### src/rtl/ea_pkg.sv
package ea_pkg;
  typedef enum logic [2:0] {
    M_DIR8   = 3'd0,
    M_DIR16  = 3'd1,
    M_IND_W  = 3'd2,
    M_IND_D  = 3'd3,
    M_DISP_W = 3'd4,
    M_DISP_D = 3'd5,
    M_SHORT  = 3'd6,
    M_REG    = 3'd7
  } ea_mode_e;
endpackage

### src/rtl/ea_direct.sv
module ea_direct
  import ea_pkg::*;
#(
  parameter int ADDR_W = 24,
  parameter int DIR_W  = 16,
  parameter int DIR8_W = 8,
  parameter int RF_W   = 5
) (
  input  ea_mode_e            mode,
  input  logic [DIR_W-1:0]    dir,
  output logic [ADDR_W-1:0]   addr,
  output logic                sfr
);
  // Direct and register-alias mapping; all land in region 00
  always_comb begin
    addr = '0;
    sfr  = 1'b0;
    case (mode)
      M_DIR8: begin
        addr[DIR8_W-1:0] = dir[DIR8_W-1:0];
        sfr              = dir[DIR8_W-1];
      end
      M_DIR16: addr[DIR_W-1:0] = dir;
      M_REG:   addr[RF_W-1:0]  = dir[RF_W-1:0];
      default: ;
    endcase
  end
endmodule

### src/rtl/ea_regcalc.sv
module ea_regcalc
  import ea_pkg::*;
#(
  parameter int ADDR_W = 24,
  parameter int WREG_W = 16,
  parameter int DREG_W = 32,
  parameter int DISP_W = 16
) (
  input  ea_mode_e            mode,
  input  logic [WREG_W-1:0]   wreg,
  input  logic [DREG_W-1:0]   dreg,
  input  logic [DISP_W-1:0]   disp,
  output logic [ADDR_W-1:0]   addr,
  output logic                fault
);
  localparam int PAGE_W = ADDR_W - WREG_W;
  localparam int EXT_W  = ADDR_W - DISP_W;

  logic [WREG_W-1:0] wsum;
  logic [ADDR_W-1:0] dsum;
  logic [ADDR_W-1:0] disp_sx;
  logic              upper_nz;

  assign wsum     = wreg + disp;  // wraps inside the region
  assign disp_sx  = {{EXT_W{disp[DISP_W-1]}}, disp};
  assign dsum     = dreg[ADDR_W-1:0] + disp_sx;
  assign upper_nz = |dreg[DREG_W-1:ADDR_W];

  always_comb begin
    addr  = '0;
    fault = 1'b0;
    case (mode)
      M_IND_W:  addr = {{PAGE_W{1'b0}}, wreg};
      M_IND_D: begin
        addr  = dreg[ADDR_W-1:0];
        fault = upper_nz;
      end
      M_DISP_W: addr = {{PAGE_W{1'b0}}, wsum};
      M_DISP_D: begin
        addr  = dsum;
        fault = upper_nz;
      end
      default: ;
    endcase
  end
endmodule

### src/rtl/ea_shortimm.sv
module ea_shortimm #(
  parameter int IMM_W = 3
) (
  input  logic [1:0]       code,
  output logic [IMM_W-1:0] val,
  output logic             bad
);
  always_comb begin
    val = '0;
    bad = 1'b0;
    if (code == 2'b11) bad = 1'b1;
    else               val = IMM_W'(1) << code;
  end
endmodule

### src/rtl/ea_gen.sv
module ea_gen
  import ea_pkg::*;
#(
  parameter int ADDR_W = 24,
  parameter int DIR_W  = 16,
  parameter int WREG_W = 16,
  parameter int DREG_W = 32,
  parameter int DISP_W = 16,
  parameter int IMM_W  = 3
) (
  input  logic              clk,
  input  logic              rst,
  input  logic              in_valid,
  input  logic [2:0]        mode,
  input  logic [DIR_W-1:0]  dir_addr,
  input  logic [WREG_W-1:0] wreg,
  input  logic [DREG_W-1:0] dreg,
  input  logic [DISP_W-1:0] disp,
  input  logic [1:0]        short_code,
  output logic              out_valid,
  output logic [ADDR_W-1:0] ea,
  output logic              sfr_sel,
  output logic              fault,
  output logic [IMM_W-1:0]  short_val
);
  ea_mode_e m;
  assign m = ea_mode_e'(mode);

  logic [ADDR_W-1:0] dir_ea, reg_ea, nxt_ea;
  logic              dir_sfr, reg_fault, imm_bad, nxt_fault;
  logic [IMM_W-1:0]  imm_val, nxt_imm;

  ea_direct #(.ADDR_W(ADDR_W), .DIR_W(DIR_W)) u_dir (
    .mode(m), .dir(dir_addr), .addr(dir_ea), .sfr(dir_sfr)
  );

  ea_regcalc #(.ADDR_W(ADDR_W), .WREG_W(WREG_W), .DREG_W(DREG_W),
               .DISP_W(DISP_W)) u_reg (
    .mode(m), .wreg(wreg), .dreg(dreg), .disp(disp),
    .addr(reg_ea), .fault(reg_fault)
  );

  ea_shortimm #(.IMM_W(IMM_W)) u_imm (
    .code(short_code), .val(imm_val), .bad(imm_bad)
  );

  always_comb begin
    nxt_ea    = dir_ea | reg_ea;  // each unit drives zero outside its modes
    nxt_fault = reg_fault;
    nxt_imm   = '0;
    if (m == M_SHORT) begin
      nxt_fault = imm_bad;
      nxt_imm   = imm_val;
    end
  end

  always_ff @(posedge clk) begin
    if (rst) begin
      out_valid <= 1'b0;
      ea        <= '0;
      sfr_sel   <= 1'b0;
      fault     <= 1'b0;
      short_val <= '0;
    end else begin
      out_valid <= in_valid;
      if (in_valid) begin
        ea        <= nxt_ea;
        sfr_sel   <= dir_sfr;
        fault     <= nxt_fault;
        short_val <= nxt_imm;
      end
    end
  end
endmodule

### config.mk
export PLATFORM = sky130hd
export DESIGN_NAME = ea_gen
export DESIGN_NICKNAME = d
export VERILOG_FILES = /design/src/rtl/ea_pkg.sv /design/src/rtl/ea_direct.sv /design/src/rtl/ea_regcalc.sv /design/src/rtl/ea_shortimm.sv /design/src/rtl/ea_gen.sv
export SDC_FILE = /design/constraint.sdc
export NUM_CORES = 1
export LEC_CHECK = 0
export CAP_MARGIN = 20
export CELL_PAD_IN_SITES_DETAIL_PLACEMENT = 0
export CELL_PAD_IN_SITES_GLOBAL_PLACEMENT = 1
export CORE_ASPECT_RATIO = 0.6
export CORE_MARGIN = 4
export CORE_UTILIZATION = 30
export DETAILED_ROUTE_END_ITERATION = 7
export PLACE_DENSITY_LB_ADDON = 0.08
export SETUP_SLACK_MARGIN = 0.4
export SYNTH_ARGS = -nofsm -noshare
export SYNTH_HDL_FRONTEND = slang
export SYNTH_HIERARCHICAL = 1
export SYNTH_SLANG_ARGS = --single-unit
### constraint.sdc
create_clock -name clk -period 3 [get_ports clk]
set_input_delay 0.45 -clock clk [delete_from_list [all_inputs] [get_ports clk]]
set_output_delay 0.45 -clock clk [all_outputs]
set_load 0.01 [all_outputs]
; Word-level counts from Yosys, hierarchy flattened
; Index checks and enable logic that the tools add are counted.
[totals]
in_bits = 88
output_inout_bits = 30
reg_bits = 30
elab_cells = 32
[op_classes]
bitwise_logic = 1
add_sub_neg = 2
shifts = 1
muxes = 10
reduce_logical = 5
n_eq_ne = 8
[op_table]
columns = operator, count
row1 = $pmux 24 s4, 1
row2 = $add 24x24->24, 1
row3 = $or 16x24->24, 1
row4 = $add 16x16->16, 1
row5 = $eq 3x3->1 const B, 4
row6 = $mux 3, 3
row7 = $mux 8, 1
row8 = $reduce_or 8->1, 1
row9 = $eq 3x2->1 const B, 2
row10 = $mux 5, 1
row11 = $mux 1, 4
row12 = $reduce_or 2->1, 2
row13 = $eq 3x1->1 const B, 1
row14 = $logic_not 3->1, 1
row15 = $reduce_or 3->1, 1
row16 = $shl 1x2->3 const A, 1
row17 = $eq 2x2->1 const B, 1

; Longest topological paths before layout
; Gate-level depths: netlist of run 1.
[depth]
word_depth = 4
depth_mapped = 12
ltp_nobuf = 12

; By module
; The synthesis of run 1 kept the hierarchy.
[modules_own_cells]
columns = module, seq_area_each_um2, n_inst, cells_each, area_each_um2
row1 = ea_regcalc, 0.0, 1, 356, 2536.2
row2 = ea_gen, 600.6, 1, 127, 1107.3
row3 = ea_direct, 0.0, 1, 30, 219.0
row4 = ea_shortimm, 0.0, 1, 4, 26.3

; Worst setup path before layout of run 1
; OpenSTA, ideal clock, no wires.
[synth_timing]
path_kind = input to register
start = in dreg[8]
end = reg ea[17]
n_path_buf = 1
stages = 11
required_time_ps = 2914
arrival_time_ps = 2452
setup_time_ps = 86
path_slack_ps = 463
cell_sequence = ha_1 -> buf_6 -> a211oi_2 -> nor2_1 -> o31a_1 -> or3_4 -> a311oi_2 -> xor2_1 -> o21ai_1 -> nor2_1 -> a211oi_1
[synth_via]
elab_chain_cells = 3
[synth_rtl]
columns = item, line
row1 = from (decl), ea_gen.sv:17  ; input logic [DREG_W-1:0] dreg,
row2 = $add 24x24->24, ea_regcalc.sv:26  ; assign dsum = dreg[ADDR_W-1:0] + disp_sx;
row3 = $pmux 24 s4, ea_regcalc.sv:32  ; case (mode)
row4 = via reg_ea[17], ea_gen.sv:29  ; logic [ADDR_W-1:0] dir_ea, reg_ea, nxt_ea;
row5 = $or 16x24->24, ea_gen.sv:48  ; nxt_ea = dir_ea | reg_ea;
row6 = to (signal assigned), ea_gen.sv:67  ; ea <= nxt_ea;
row7 = to (decl), ea_gen.sv:21  ; output logic [ADDR_W-1:0] ea,
; The timed path passes the listed nets, and every way through them passes these cells.
; A chain may end at the register's enable or synchronous reset.

; Worst setup path after layout of run 1
[layout_timing]
start = in dreg[15]
end = reg ea[21]
; Same word-level chain as after synthesis.

==> impl_metrics.json, run 1 <==
{
  "netlist_instances": 517,
  "synth_seq_cells": 30,
  "root_buffer": "clkbuf_16",
  "drt_iter0_drc": 338,
  "p_int_mw": 1.45,
  "fillers": 1202,
  "grt_pass1_wl_um": 24400,
  "critical_path_class": "in -> reg",
  "synthFlopType": "dfxtp_1",
  "final_cells": 891,
  "grt_max_degree": 59,
  "cts_tree": "built",
  "async_flop_share": 0,
  "rr_startpoint": "ea[12]",
  "syn_to_final_growth_pct": 71.4,
  "fmax_ghz": 0.389,
  "hold_path.class": "reg -> reg",
  "power_density_nw_per_um2": 328,
  "switching_share": 0.337,
  "ir_drop_v": 0.000197,
  "hold_violations": 0,
  "relSlewSlack": 0.325,
  "syn_area_um2": 3890,
  "maxCapViolations": 0,
  "drc": 0,
  "overflow": 0,
  "yosysSeqAreaShare": 0.154,
  "fin_crit_sh": 0.857,
  "regArea_um2": 601,
  "cp-endpoint": "ea[21]",
  "r2r_cells": 2,
  "setup_viol": 0,
  "synth-adder-area-share": 0.133,
  "reg2reg_slack_ps": 2270,
  "cp-start-kind": "input port",
  "end_kind": "flip-flop",
  "crit_path_start": "dreg[15]",
  "dp.final_hpwl_um": 12600,
  "core_area_um2": 12400,
  "dp.cells": 865,
  "dieArea_um2": 14900,
  "row_count": 31,
  "initial_core_util": 0.314,
  "synth_enable_flop_cells": 0,
  "wirelength_um": 15900,
  "htree_levels": 2,
  "n_antenna_cell": 0,
  "yosys.area_share.simple": 0.235,
  "cts_num_sinks": 30,
  "drive_above_1_share": 0.324,
  "drtAntennaViolNets": 0,
  "post-route-util": 0.539,
  "p_comb_frac": 0.532,
  "wl_per_cell_um": 17.9,
  "critical_path.max_fanout": 3,
  "die_w_um": 155,
  "arrival_ps": 2690,
  "synth_top_family_by_area": "compound AO/OA/AOI/OAI gates",
  "worst_slew_pin_slew_ps": 1010,
  "via_per_inst": 5.23,
  "r2r_end": "ea[12]",
  "grtUsageTotal": 0.205,
  "synth_mux_area_frac": 0.0550,
  "num_vias": 4656,
  "power.leakage_nw": 2.76,
  "num_io_pins": 118,
  "required_ps": 3120,
  "synth_compound_area_frac": 0.301,
  "grt_setup_unrepaired": "true",
  "clk_pin_slew_ps": 50,
  "multiInputGateArea_um2": 3710,
  "synth_cell_types": 69,
  "dr.pass1.iters": 5,
  "maxSlewViolCount": 0,
  "cts_made_buffers": 5,
  "nNetsFinal": 854,
  "clock_path_buffers": 2,
  "antenna_found_initial": 0,
  "p_seq_frac": 0.202,
  "avgSynthCellArea_um2": 7.52,
  "skew_ps": 0,
  "clock_latency_ps": 270,
  "outcome": "finished clean",
  "min_period_ps": 2570,
  "port_buffers": 117,
  "yosys_warnings": 6,
  "clock_power_share": 0.265,
  "die_y_um": 96.2,
  "yosys.area_share.xor_xnor": 0.0676,
  "place_congestion": 0.904,
  "switchingPower_mw": 0.736,
  "grt_pass1_vias": 4581
}
## final cells by class
cell class | instances | share of cell area
Clock buffer | 6 | 0.0208
Inverter | 13 | 0.00732
Clock inverter | 1 | 0.00451
Multi-Input combinational cell | 452 | 0.557
Sequential cell | 30 | 0.0901
Timing Repair Buffer | 224 | 0.289
Tap cell | 165 | 0.0310
## repair_timing
action / CTS / global route
setup buffers: 12 / 7
endpoints found under the setup margin: 19 / 18
resized for setup: 102 / 111
hold buffers: 0 / 0
pin swaps: 47 / 72
## worst max-delay path: stages
cell	delay [ps]
dlygate4sd2_1	280
ha_1	330
buf_4	150
nor2b_1	130
o21a_1	190
o311a_1	340
a211oi_4	280
mux2i_1	220
o211ai_1	120
nor2_1	120
a211oi_1	70
## worst min path at each step
stage | slack (ps) | start | depth (start not counted) | end
5_1_grt | 500 | short_val[0] | 2 | short_val[0]
6_report | 470 | short_val[1] | 2 | short_val[1]
4_1_cts | 470 | short_val[1] | 2 | short_val[1]
3_5_place_dp | 460 | short_val[1] | 2 | short_val[1]
2_1_floorplan | 490 | short_val[0] | 2 | short_val[0]
3_3_place_gp | 460 | short_val[1] | 2 | short_val[1]
## cell usage after synthesis, types with 4 or more instances
library cell   n  share of area
a21o_1         6          0.012
o21a_1         8          0.015
inv_1         13          0.013
and3_1         7          0.011
mux2i_1       18          0.046
buf_4          8          0.015
nand2b_1      11          0.018
ha_1          38           0.12
nor2b_1       12          0.019
o221ai_1       7          0.016
o21ai_0       25          0.032
xor2_1         8          0.018
and2_1        15          0.024
o211ai_1       7          0.014
a21boi_1       5         0.0097
nor2_1        70          0.068
o21bai_1       4         0.0077
nor3_1         6         0.0077
xnor2_1       22          0.050
dfxtp_1       30           0.15
buf_2          7         0.0090
nand2_1       42          0.041
nand3_1        6         0.0077
a211oi_1      29          0.056
o21ai_1        8          0.010
a21oi_1       29          0.037
a31oi_1        5         0.0080
o22ai_1        5         0.0080
clkbuf_1      12          0.012
a211oi_2       4          0.013
## through the flow
step	setup TNS, ps	total power, mW	hold WS, ps	setup slack [ps]	instance area, um2
final	0	2.18	474	430	6660
after floorplan	0	0.963	494	463	3920
after global routing	0	2.31	505	316	6660
after detailed placement	-4270	1.42	465	-411	5790
after CTS	0	2.08	474	400	6310
after global placement	-3790	1.42	457	-369	5790
## per-layer routing
layer  vias to the layer above  GRT usage  wire length (um)
met3                        18     0.0265              1150
met1                      2156      0.319              8380
met4                         0     0.0367               135
li1                       2295          -                 -
met2                       187      0.301              6260
met5                         -          0                 0
## logic make-up after synthesis
logic type / count (synthesis)
buffers and inverters: 42
AND/OR/NAND/NOR: 186
AO/OA/AOI/OAI: 167
other: 1
multiplexers: 21
XOR/XNOR: 30
flip-flops: 30
adder cells (fa/ha/maj): 40
## state kept, by name, indices dropped and copies added (netlist names)
register   flops
out_valid      1
sfr_sel        1
ea            24
fault          1
short_val      3
## power by group through the flow
| stage | clock, mW | sequential, mW | combinational (mW) |
|---|---|---|---|
| floorplan | 0 | 0.461 | 0.502 |
| global placement | 0 | 0.450 | 0.966 |
| detailed placement | 0 | 0.450 | 0.973 |
| CTS | 0.590 | 0.442 | 1.05 |
| global route | 0.608 | 0.446 | 1.25 |
| finish | 0.579 | 0.442 | 1.16 |
## layout by cell type (no fill, tap or decap), drive strengths merged, types with 6 or more instances in the layout
cell / instances
nand2: 42
dlygate4sd2: 8
mux2i: 18
xnor2: 22
o21a: 9
xor2: 8
nor3: 6
o221ai: 7
nor2: 70
buf: 118
clkdlybuf4s50: 74
a21oi: 30
and2: 17
o21ai: 33
nand2b: 11
dlymetal6s2s: 10
nand3: 6
o211ai: 7
ha: 38
conb: 8
a211oi: 33
clkbuf: 16
dfxtp: 30
nor2b: 12
inv: 13
and3: 7
a21o: 7
No activity file was read; power rests on OpenSTA's default activity.
==> run 2, diff against run 1 <==
--- a/config.mk
+++ b/config.mk
@@ -9,11 +9,12 @@
 export CELL_PAD_IN_SITES_DETAIL_PLACEMENT = 0
 export CELL_PAD_IN_SITES_GLOBAL_PLACEMENT = 1
 export CORE_ASPECT_RATIO = 0.6
-export CORE_MARGIN = 4
+export CORE_MARGIN = 8
 export CORE_UTILIZATION = 30
 export DETAILED_ROUTE_END_ITERATION = 7
 export PLACE_DENSITY_LB_ADDON = 0.08
 export SETUP_SLACK_MARGIN = 0.4
+export SLEW_MARGIN = 20
 export SYNTH_ARGS = -nofsm -noshare
 export SYNTH_HDL_FRONTEND = slang
 export SYNTH_HIERARCHICAL = 1
==> run 2 against run 1 <==
Critical endpoint unchanged. Largest power group unchanged. Power decreased by 6.3%. Hold slack got worse by 5.0 ps. Clock power decreased by 19%. Die area increased by 14%. Design area decreased by 1.8%.
==> impl_metrics.json, run 2 (synthesized netlist as in run 1, its figures left out) <==
{
  "min_to": "short_val[2]",
  "largest_reg_flops": 24,
  "setup_viol": 0,
  "die_y_um": 104,
  "cts_num_sinks": 30,
  "drtAntennaViolNets": 0,
  "wirelength_um": 15900,
  "via_per_inst": 5.05,
  "relSlewSlack": 0.306,
  "num_io_pins": 118,
  "overflow": 0,
  "hold_violations": 0,
  "grt_setup_unrepaired": "true",
  "drt_iter0_drc": 258,
  "hold_buffers": 0,
  "power_density_nw_per_um2": 313,
  "hp-start": "short_val[2]",
  "ir_drop_v": 0.000198,
  "regArea_um2": 601,
  "power.leakage_nw": 2.71,
  "r2r_end": "ea[14]",
  "reg2reg_slack_ps": 2270,
  "core_area_um2": 12700,
  "arrival_ps": 2750,
  "root_buffer": "clkbuf_16",
  "initial_core_util": 0.305,
  "drive_above_1_share": 0.296,
  "dr.pass1.iters": 4,
  "clock_latency_ps": 260,
  "fmax_ghz": 0.378,
  "drc": 0,
  "reg_top3": "ea: 24 flops, short_val: 3 flops",
  "htree_levels": 2,
  "min_period_ps": 2640,
  "cts_tree": "built",
  "antenna_found_initial": 0,
  "maxCapViolations": 0,
  "holdWs_ps": 469,
  "critical_path.max_fanout": 3,
  "r2r_cells": 2,
  "grt_pass1_wl_um": 25000,
  "clock_path_buffers": 2,
  "clk_pin_slew_ps": 50,
  "dp.final_hpwl_um": 12800,
  "grtUsageTotal": 0.180,
  "nNetsFinal": 848,
  "grt_max_degree": 59,
  "grt_pass1_vias": 4544,
  "rr_startpoint": "ea[14]",
  "final_cell_mix": "98 x buf_4, 75 x clkdlybuf4s50_1, 68 x nor2_1, 42 x nand2_1, 30 x dfxtp_1",
  "skew_ps": 0,
  "n_antenna_cell": 0,
  "end_kind": "flip-flop",
  "required_ps": 3100,
  "dieArea_um2": 17000,
  "critical_path_class": "in -> reg",
  "port_buffers": 117,
  "worst_slew_pin_slew_ps": 1040,
  "cts_made_buffers": 5,
  "post-route-util": 0.514,
  "fillers": 1239,
  "die_w_um": 163,
  "row_count": 32,
  "maxSlewViolCount": 0,
  "place_congestion": 0.924,
  "wl_per_cell_um": 17.9,
  "min_delay_path_depth": 2,
  "syn_to_final_growth_pct": 68.3,
  "hold_path.class": "reg -> reg",
  "final_common_cell": "buf_4",
  "num_vias": 4487,
  "fin_crit_sh": 0.881,
  "largest_register": "ea",
  "outcome": "finished clean",
  "cp-start-kind": "input port",
  "multiInputGateArea_um2": 3650
}
[run 2: changes by cell type in the layout (fill, tap and decap cells not counted), sizes merged]
cell,delta
clkdlybuf4s15,+1
buf,-8
dlygate4sd2,+7
bufinv,-1
clkbuf,-5
dlymetal6s2s,-2
clkdlybuf4s50,+1
[run 2: routing by layer]
layer	global-route usage	vias up	part of all wire
li1	-	2285	-
met1	0.282	2064	0.54
met2	0.248	132	0.38
met3	0.0372	6	0.069
met4	0.0202	0	0.0048
met5	0	-	0
[run 2: timing repair]
item / in CTS / in global routing
setup buffers: 11 / 4
endpoints found under the setup margin: 19 / 19
pin swaps: 49 / 50
resized for setup: 113 / 67
[run 2: final cells by class]
class,count,share of cell area
clock buffers,6,0.0212
inverters,13,0.00746
multi-input cells,452,0.557
flip-flops and latches,30,0.0918
well taps,170,0.0325
repair buffers,218,0.290
[run 2: critical path, stage by stage]
cell      delay (ps)
buf_8            100
buf_6            110
ha_4             190
a21o_1           210
a22oi_2          230
a211oi_2         140
or3_4            420
a211oi_4         300
mux2i_1          220
o211ai_1         130
nor2_1           160
a211oi_2          80
[run 2: power breakdown]
part           switching [mW]  total (mW)  internal [mW]  leakage [nW]
combinational           0.542        1.13          0.592          2.40
sequential             0.0148       0.442          0.427         0.248
clock                   0.151       0.470          0.319        0.0688
[run 2: how the worst max path moves through the flow]
stage | from | end | slack (ps) | cells after the start
after floorplan | dreg[8] | ea[17] | 460 | 11
after global placement | dreg[0] | ea[18] | -400 | 13
after detailed placement | dreg[0] | ea[18] | -430 | 13
after CTS | disp[0] | ea[18] | 350 | 13
after global routing | disp[1] | ea[21] | 220 | 12
final | disp[1] | ea[21] | 360 | 12
[run 2: through the flow]
| step | total power, mW | TNS (ps) | std cells | instance area [um2] | setup WS [ps] |
|---|---|---|---|---|---|
| 2_1_floorplan | 0.963 | 0 | 524 | 3920 | 463 |
| 3_3_place_gp | 1.42 | -4220 | 868 | 5790 | -401 |
| 3_5_place_dp | 1.42 | -4620 | 868 | 5790 | -430 |
| 4_1_cts | 1.99 | 0 | 885 | 6330 | 353 |
| 5_1_grt | 2.18 | 0 | 889 | 6550 | 223 |
| 6_report | 2.05 | 0 | 889 | 6550 | 358 |
